File: config.mk
export PLATFORM = sky130hd
export DESIGN_NAME = lhist_predictor
export DESIGN_NICKNAME = d
export VERILOG_FILES = /design/src/rtl/lhp_pkg.sv /design/src/rtl/lhp_hist_table.sv /design/src/rtl/lhp_pattern_table.sv /design/src/rtl/lhp_check_stage.sv /design/src/rtl/lhist_predictor.sv
export SDC_FILE = /design/constraint.sdc
export NUM_CORES = 1
export LEC_CHECK = 0
export BUFFER_PORTS_ARGS = -buffer_cell sky130_fd_sc_hd__buf_4
export CORE_MARGIN = 8
export CORE_UTILIZATION = 30
export CTS_CLUSTER_DIAMETER = 150
export DETAILED_ROUTE_END_ITERATION = 16
export PLACE_DENSITY_LB_ADDON = 0.05
export SLEW_MARGIN = 20
export SYNTH_ARGS = -nofsm -noshare
export SYNTH_HDL_FRONTEND = slang
export SYNTH_SLANG_ARGS = --single-unit
File: constraint.sdc
create_clock -name clk -period 5.54 [get_ports clk]
set_input_delay 0.831 -clock clk [delete_from_list [all_inputs] [get_ports clk]]
set_output_delay 0.831 -clock clk [all_outputs]
set_load 0.01 [all_outputs]
File: src/rtl/lhp_pkg.sv
package lhp_pkg;

    typedef logic [1:0] ctr_t;

    localparam ctr_t CTR_STRONG_NT = 2'b00;
    localparam ctr_t CTR_WEAK_NT   = 2'b01;
    localparam ctr_t CTR_STRONG_T  = 2'b11;

    // Saturating step of a 2-bit direction counter.
    function automatic ctr_t ctr_step(input ctr_t cur, input logic taken);
        ctr_t nxt;
        if (taken) begin
            nxt = (cur == CTR_STRONG_T) ? cur : cur + 2'd1;
        end else begin
            nxt = (cur == CTR_STRONG_NT) ? cur : cur - 2'd1;
        end
        return nxt;
    endfunction

    // Upper half of the counter range means taken.
    function automatic logic ctr_taken(input ctr_t cur);
        return cur[1];
    endfunction

endpackage

File: src/rtl/lhp_hist_table.sv
module lhp_hist_table
    import lhp_pkg::*;
#(
    parameter int IDX_W  = 4,
    parameter int HIST_W = 4
) (
    input  logic              clk,
    input  logic              rst,
    // fetch-side read port
    input  logic [IDX_W-1:0]  rd_idx,
    output logic [HIST_W-1:0] rd_hist,
    output logic              rd_guess,
    // resolve-side read port
    input  logic [IDX_W-1:0]  up_idx,
    output logic [HIST_W-1:0] up_hist,
    // update port
    input  logic              wr_en,
    input  logic [IDX_W-1:0]  wr_idx,
    input  logic              wr_taken,
    input  logic              wr_guess
);
    localparam int ENTRIES = 1 << IDX_W;

    logic [HIST_W-1:0] hist_q  [ENTRIES];
    logic              guess_q [ENTRIES];

    assign rd_hist  = hist_q[rd_idx];
    assign rd_guess = guess_q[rd_idx];
    assign up_hist  = hist_q[up_idx];

    always_ff @(posedge clk) begin
        if (rst) begin
            for (int i = 0; i < ENTRIES; i++) begin
                hist_q[i]  <= '0;
                guess_q[i] <= ctr_taken(CTR_WEAK_NT);
            end
        end else if (wr_en) begin
            hist_q[wr_idx]  <= {hist_q[wr_idx][HIST_W-2:0], wr_taken};
            guess_q[wr_idx] <= wr_guess;
        end
    end

    // newest outcome lands in the low history bit
    assert_hist_newest_R6: assert property (@(posedge clk) disable iff (rst)
        wr_en |=> hist_q[$past(wr_idx)][0] == $past(wr_taken));

    // older outcomes move up by one place
    assert_hist_shift_R6: assert property (@(posedge clk) disable iff (rst)
        wr_en |=> hist_q[$past(wr_idx)][HIST_W-1:1] == $past(up_hist[HIST_W-2:0]) || $past(up_idx) != $past(wr_idx));

    // cached bit holds the refreshed guess after an update
    assert_guess_refresh_R8: assert property (@(posedge clk) disable iff (rst)
        wr_en |=> guess_q[$past(wr_idx)] == $past(wr_guess));

endmodule

File: src/rtl/lhp_pattern_table.sv
module lhp_pattern_table
    import lhp_pkg::*;
#(
    parameter int HIST_W = 4
) (
    input  logic              clk,
    input  logic              rst,
    // check-stage read port
    input  logic [HIST_W-1:0] chk_idx,
    output ctr_t              chk_ctr,
    // training read port (pre-update history)
    input  logic [HIST_W-1:0] old_idx,
    output ctr_t              old_ctr,
    // refresh read port (post-update history)
    input  logic [HIST_W-1:0] new_idx,
    output ctr_t              new_ctr,
    // training write
    input  logic              train_en,
    input  logic              train_taken
);
    localparam int ENTRIES = 1 << HIST_W;

    ctr_t ctr_q [ENTRIES];

    assign chk_ctr = ctr_q[chk_idx];
    assign old_ctr = ctr_q[old_idx];
    assign new_ctr = ctr_q[new_idx];

    always_ff @(posedge clk) begin
        if (rst) begin
            for (int i = 0; i < ENTRIES; i++) begin
                ctr_q[i] <= CTR_WEAK_NT;
            end
        end else if (train_en) begin
            ctr_q[old_idx] <= ctr_step(ctr_q[old_idx], train_taken);
        end
    end

    // a taken outcome never leaves the counter at the bottom
    assert_taken_leaves_floor_R5: assert property (@(posedge clk) disable iff (rst)
        (train_en && train_taken) |=> ctr_q[$past(old_idx)] != CTR_STRONG_NT);

    // a not-taken outcome never leaves the counter at the top
    assert_not_taken_leaves_ceiling_R5: assert property (@(posedge clk) disable iff (rst)
        (train_en && !train_taken) |=> ctr_q[$past(old_idx)] != CTR_STRONG_T);

    // saturation, a strong counter trained in its own direction stays put
    assert_saturate_top_R5: assert property (@(posedge clk) disable iff (rst)
        (train_en && train_taken && old_ctr == CTR_STRONG_T) |=> ctr_q[$past(old_idx)] == CTR_STRONG_T);

endmodule

File: src/rtl/lhp_check_stage.sv
module lhp_check_stage
    import lhp_pkg::*;
#(
    parameter int HIST_W = 4
) (
    input  logic              clk,
    input  logic              rst,
    input  logic              fetch_valid,
    input  logic [HIST_W-1:0] fetch_hist,
    input  logic              fetch_guess,
    output logic [HIST_W-1:0] stage_hist,
    input  ctr_t              stage_ctr,
    output logic              check_valid,
    output logic              check_taken,
    output logic              override
);
    typedef struct packed {
        logic              valid;
        logic [HIST_W-1:0] hist;
        logic              guess;
    } stage_t;

    stage_t stage_q;

    always_ff @(posedge clk) begin
        if (rst) begin
            stage_q <= '0;
        end else begin
            stage_q.valid <= fetch_valid;
            stage_q.hist  <= fetch_hist;
            stage_q.guess <= fetch_guess;
        end
    end

    assign stage_hist  = stage_q.hist;
    assign check_valid = stage_q.valid;
    assign check_taken = ctr_taken(stage_ctr);
    assign override    = stage_q.valid && (check_taken != stage_q.guess);

endmodule

File: src/rtl/lhist_predictor.sv
module lhist_predictor
    import lhp_pkg::*;
#(
    parameter int ADDR_W = 32,
    parameter int PC_OFS = 2,
    parameter int IDX_W  = 4,
    parameter int HIST_W = 4
) (
    input  logic              clk,
    input  logic              rst,
    input  logic              fetch_valid,
    input  logic [ADDR_W-1:0] fetch_pc,
    output logic              fetch_guess,
    output logic              check_valid,
    output logic              check_taken,
    output logic              override,
    input  logic              resolve_valid,
    input  logic [ADDR_W-1:0] resolve_pc,
    input  logic              resolve_taken
);
    localparam int IDX_HI = PC_OFS + IDX_W;

    logic [IDX_W-1:0]  fetch_idx, res_idx;
    logic [HIST_W-1:0] fetch_hist, res_hist_old, res_hist_new, stage_hist;
    ctr_t              stage_ctr, res_ctr_old, res_ctr_trained, res_ctr_at_new;
    logic              res_guess_new;

    assign fetch_idx = fetch_pc[PC_OFS +: IDX_W];
    assign res_idx   = resolve_pc[PC_OFS +: IDX_W];

    // Address bits outside the index field are deliberately ignored.
    logic unused_pc_bits;
    assign unused_pc_bits = ^{fetch_pc[ADDR_W-1:IDX_HI], fetch_pc[PC_OFS-1:0],
                              resolve_pc[ADDR_W-1:IDX_HI], resolve_pc[PC_OFS-1:0]};

    lhp_hist_table #(.IDX_W(IDX_W), .HIST_W(HIST_W)) u_hist (
        .clk      (clk),
        .rst      (rst),
        .rd_idx   (fetch_idx),
        .rd_hist  (fetch_hist),
        .rd_guess (fetch_guess),
        .up_idx   (res_idx),
        .up_hist  (res_hist_old),
        .wr_en    (resolve_valid),
        .wr_idx   (res_idx),
        .wr_taken (resolve_taken),
        .wr_guess (res_guess_new)
    );

    // Resolution: shifted history and refreshed cached prediction.
    assign res_hist_new    = {res_hist_old[HIST_W-2:0], resolve_taken};
    assign res_ctr_trained = ctr_step(res_ctr_old, resolve_taken);
    assign res_guess_new   = (res_hist_new == res_hist_old) ? ctr_taken(res_ctr_trained)
                                                            : ctr_taken(res_ctr_at_new);

    lhp_pattern_table #(.HIST_W(HIST_W)) u_pattern (
        .clk         (clk),
        .rst         (rst),
        .chk_idx     (stage_hist),
        .chk_ctr     (stage_ctr),
        .old_idx     (res_hist_old),
        .old_ctr     (res_ctr_old),
        .new_idx     (res_hist_new),
        .new_ctr     (res_ctr_at_new),
        .train_en    (resolve_valid),
        .train_taken (resolve_taken)
    );

    lhp_check_stage #(.HIST_W(HIST_W)) u_check (
        .clk         (clk),
        .rst         (rst),
        .fetch_valid (fetch_valid),
        .fetch_hist  (fetch_hist),
        .fetch_guess (fetch_guess),
        .stage_hist  (stage_hist),
        .stage_ctr   (stage_ctr),
        .check_valid (check_valid),
        .check_taken (check_taken),
        .override    (override)
    );

    // check result follows each lookup by exactly one cycle
    assert_check_follows_R3: assert property (@(posedge clk) disable iff (rst)
        fetch_valid |=> check_valid);

    assert_check_only_after_lookup_R3: assert property (@(posedge clk) disable iff (rst)
        !fetch_valid |=> !check_valid);

    // override only during a valid check
    assert_override_gated_R4: assert property (@(posedge clk) disable iff (rst)
        override |-> check_valid);

    // override flags disagreement with the earlier guess
    assert_override_mismatch_R4: assert property (@(posedge clk) disable iff (rst)
        check_valid |-> (override == (check_taken != $past(fetch_guess))));

endmodule

Word level (Yosys, flattened, before mapping)
Memory sizes are Yosys's and may differ from the RTL's. A register that Yosys moved wholly into a read port is not among the register bits.
Cells that the tools add are included.

word-level totals
  register bits = 2
  latch bits = 0
  bits in writable memories = 112
  bits in read-only memories = 0
  input port bits = 69
  output and inout bits = 4
  logic and storage cells = 35
  memories kept = 3

operators by class
  $add $sub $neg = 2
  multiply operators = 0
  divide/modulo/power cells = 0
  magnitude comparators = 0
  equal/unequal tests = 3
  shift-type cells = 0
  muxes and demuxes = 20
  bitwise operators = 0
  reduce and logical (&&, ||, !) cells = 5

memories
  name             depth  width  rd ports  clocked after memory_dff  wr ports  RTL line                 RTL
  u_hist.hist_q    16     4      2         1                         16        lhp_hist_table.sv:24     logic [HIST_W-1:0] hist_q [ENTRIES];
  u_pattern.ctr_q  16     2      3         0                         16        lhp_pattern_table.sv:23  ctr_t ctr_q [ENTRIES];
  u_hist.guess_q   16     1      1         0                         16        lhp_hist_table.sv:25     logic guess_q [ENTRIES];

operators by type and width
  kind                                                                count
  4-bit 2-to-1 mux                                                    4
  2-bit 2-to-1 mux                                                    6
  1-bit 2-to-1 mux                                                    10
  4-bit == test                                                       1
  4-bit OR reduction                                                  1
  2-bit by 1-bit adder with 2-bit output, second input constant       1
  2-bit == test, second input constant                                1
  2-bit zero test                                                     1
  2-bit OR reduction                                                  1
  2-bit by 1-bit subtractor with 2-bit output, second input constant  1
  1-bit logical AND                                                   1
  1-bit != test                                                       1
  1-bit OR reduction                                                  1

Logic depth before layout (Yosys ltp)
An unclocked memory read counts as a cell.

  depth in word-level cells = 8
  mapped depth = 15
  mapped depth without buffers = 10

Hierarchy
Synthesis repeated with hierarchy kept, for this count alone.

second synthesis, totals
  cells, all modules = 504
  area total of the unflattened synthesis = 7036.7 um^2

modules (own cells, without submodules)
  module             times used  cells each  area an instance (um^2)  seq. area each (um^2)
  lhp_hist_table     1           318         4620.7                   2402.3
  lhp_pattern_table  1           162         2157.1                   960.9
  lhp_check_stage    1           19          214.0                    120.1
  lhist_predictor    1           5           45.0                     0.0

Worst setup path before layout
Ideal clock, no wire load.

  path kind = input to register
  from = input resolve_pc[2]
  to = memory u_hist.guess_q[10] (data pin)
  setup time = 0.261 ns
  arrival time = 3.982 ns
  data required time = 5.279 ns
  setup slack = 1.298 ns
  cell stages on the path = 15
  path buffers = 7
  cell sequence = buf_6 > buf_12 > buf_8 > mux4_2 > nand2_1 > and4_1 > buf_6 > clkbuf_1 > clkbuf_1 > ha_1 > nor4_4 > a21oi_1 > a31oi_2 > buf_4 > a21oi_1

RTL lines
  item         RTL line               RTL
  from (decl)  lhist_predictor.sv:18  input logic [ADDR_W-1:0] resolve_pc,
  to (decl)    lhp_hist_table.sv:25

==> metrics.cfg <==
[status]
outcome = finished clean

[timing]
final.setup_skew_ns = 0.0155
slew_violations = 0
period_share_pct = 75.1
relSlewSlack_pct = 30.2
fin_setup_tns_ns = 0
tightest_slew_ns = 1.04
grt_setup_unrepaired = no
setup_violations = 0
period_needed_ns = 4.16
fmax_mhz = 240
hold_violations = 0

[placed_design]
routabilityCongestion = 0.769
port_buffers = 16
dpl.hpwl_um = 14000

[min_path]
whs_path_depth = 2
holdCritPathClass = input port to flop
min_to = u_check.check_valid
hold_start = fetch_valid

[pwr]
p_total_mw = 2.61
ir_drop_uv = 183
pwr-share-clk_pct = 43.9
seqPwrFrac_pct = 39.7
p_sw_share_pct = 28.4
internal_power_mw = 1.87
p_sw_uw = 741
leakagePower_nw = 2.59
powerDensity_mw_per_mm2 = 339
comb_power_share_pct = 16.4

[critical_path]
timing.rr.start = u_hist.hist_q[11][0]
worstSetupStartpointType = input port
crit_chain = buf_4 > mux2i_1 > mux4_2 > nor2_4 > nor2_2 > buf_4 > mux2i_1 > a22oi_2 > o211ai_2 > nor2_1 > o211ai_1
critPathLaunch = resolve_pc[2]
crit_type = input port to flop
arrival_ns = 4.29
reg2reg_slack_ns = 1.94
crit_required_ns = 5.67
critPathMaxFanout = 24
r2r-end = u_pattern.ctr_q[3][0]
crit_path_end_kind = flop
path_delay_family = simple AND/OR/NAND/NOR gates
cpPeakStageDelay_ns = 0.83
worst-path-buf-inv = 2
reg2regPathDepth = 10
cp_slowest_cell = nor2_1

[cts]
htree_levels = 4
postCtsSetupBuffers = 0
cts_sinks = 118
cts_buffers = 17
insertion_delay_ns = 0.42
cts_tree = done
cts.root.buffer_cell = clkbuf_16
hold_buffers = 0
clkTransAtPathRegs_ns = 0.06
cts_buffer_depth = 2
cts_resized = 0

[synthesis]
synthTopCellsByArea = edfxtp_1 49%, mux4_2 15%, nor2_1 4.5%
yosysWarnings = 0
synth_edf_count = 112
syn_nets = 630
ys_seq_elements = 118
synthArstFlopShare_pct = 0
yosysUniqueCellTypes = 55
synth_area_mm2 = 0.00682
synthCells = 553
synth_top_area_cell = edfxtp_1
syn_area_per_cell_um2 = 12.3
yosysSeqAreaShare_pct = 51.1
synth_flop_cell = edfxtp_1
synth_top_area_share_pct = 49.3

[detailed_routing]
drtPass1Iterations = 4
met2WireLength_um = 9270
vias_per_cell = 5.47
antenna_left = 0
wl_met3_um = 1100
drt_iter0_markers = 468
top_layer = met4
vias = 4640
totalWireLength_um = 20500
wl_per_cell_um = 24.2
drt-met1-wl_um = 10000
drc = 0

[job]
maxCapViolCount = 0

[finish]
final_nets = 627
area_growth_pct = 13.1
antennaDiodeCount = 0
drive_gt1_share_pct = 26.5

[global_routing]
grt_max_degree = 42
grt_pass1_vias = 4686
overflow = 0
grt_pass1_wl_um = 30900
antenna_found_initial = 1
grtUsageTotal_pct = 15.0

[die]
chipHeight_um = 167
initial_core_util_pct = 30.3
die-area_mm2 = 0.0278
die_x_um = 167
coreArea_mm2 = 0.0225
num_rows = 55
boundaryPins = 73

==> state kept, by name (all words and copies together) (netlist names) <==
register / count
u_check.check_valid: 1
u_check.stage_hist: 4
u_check.stage_q: 1
u_hist.guess_q: 16
u_hist.hist_q: 64
u_pattern.ctr_q: 32
==> cell type report <==
| class | count | area, um2 |
|---|---|---|
| flip-flops and latches | 118 | 3480 |
| multi-input cells | 383 | 3060 |
| clock buffers | 17 | 425 |
| fillers | 2218 | 14800 |
| clock inverters | 15 | 178 |
| repair buffers | 24 | 180 |
| well taps | 285 | 357 |
| inverters | 6 | 25.0 |
==> worst max-delay path by stage <==
stage                                   endpoint  slack [ns]  cells after the start
after detailed placement   u_pattern.ctr_q[3][0]        0.79                     11
after floorplan               u_hist.guess_q[10]        1.30                     15
after global placement    u_pattern.ctr_q[10][0]        0.79                     11
after CTS                  u_pattern.ctr_q[3][0]        1.24                     11
final                      u_pattern.ctr_q[3][0]        1.38                     11
after global routing       u_pattern.ctr_q[3][0]        1.19                     11
==> metrics by stage <==
stage	hold WS, ns	setup WS, ns	instances	instance area [um2]	util (%)
4_1_cts	0.608	1.24	848	7710	34.3
3_3_place_gp	0.945	0.794	816	7100	31.6
5_1_grt	0.628	1.19	848	7710	34.3
2_1_floorplan	0.866	1.30	553	6820	-
6_report	0.628	1.38	848	7710	34.3
3_5_place_dp	0.937	0.789	816	7100	31.6
==> power by group through the flow <==
stage	combinational (mW)	sequential, mW	clock, mW
final	0.427	1.04	1.15
after global routing	0.458	1.04	1.19
after CTS	0.429	1.04	1.17
after detailed placement	0.428	1.06	0
after global placement	0.428	1.06	0
after floorplan	0.308	1.04	0
==> cell usage after synthesis (all sizes together) (2+ instances only) <==
cell type  instances
nor2b             13
o21ai              8
nor3b              2
a31o              16
ha                 8
nand2b            18
nor4               3
a22oi              5
and3               2
and4               5
a21oi             22
nand4              2
buf               20
o2111ai            3
mux2i             16
nand3             17
dfxtp              6
maj3               2
nor2              97
mux4              45
edfxtp           112
a31oi              5
nor3               4
mux2               6
nand2             53
clkbuf            26
o211ai            16
inv                6
and2               6
==> kinds of logic after synthesis <==
| family | share of synthesized area (%) |
|---|---|
| and+or+nand+nor | 16.0 |
| muxes | 18.2 |
| AOI/OAI and AO/OA | 8.65 |
| DFF | 51.1 |
| xor gates and xnor gates | 0.257 |
| adders and majority gates | 1.78 |
| buffers and inverters | 4.00 |
==> per-layer routing <==
layer,track usage [%],up-vias
met2,22.7,128
met1,21.2,2402
met5,0,-
met3,3.88,12
li1,-,2098
met4,3.60,0
==> layout by cell type, fill, tap and decap left out, drive strengths merged, types with 2 or more instances in the layout <==
cell type / n
a21oi: 22
a22oi: 5
a31o: 16
a31oi: 5
and2: 6
and3: 2
and4: 5
buf: 24
bufinv: 3
clkbuf: 17
clkinv: 6
clkinvlp: 2
dfxtp: 6
edfxtp: 112
ha: 8
inv: 10
maj3: 2
mux2: 6
mux2i: 16
mux4: 45
nand2: 53
nand2b: 18
nand3: 17
nand4: 2
nor2: 97
nor2b: 13
nor3: 4
nor3b: 2
nor4: 3
o2111ai: 3
o211ai: 16
o21ai: 8
(Power assumes the default switching activity.)
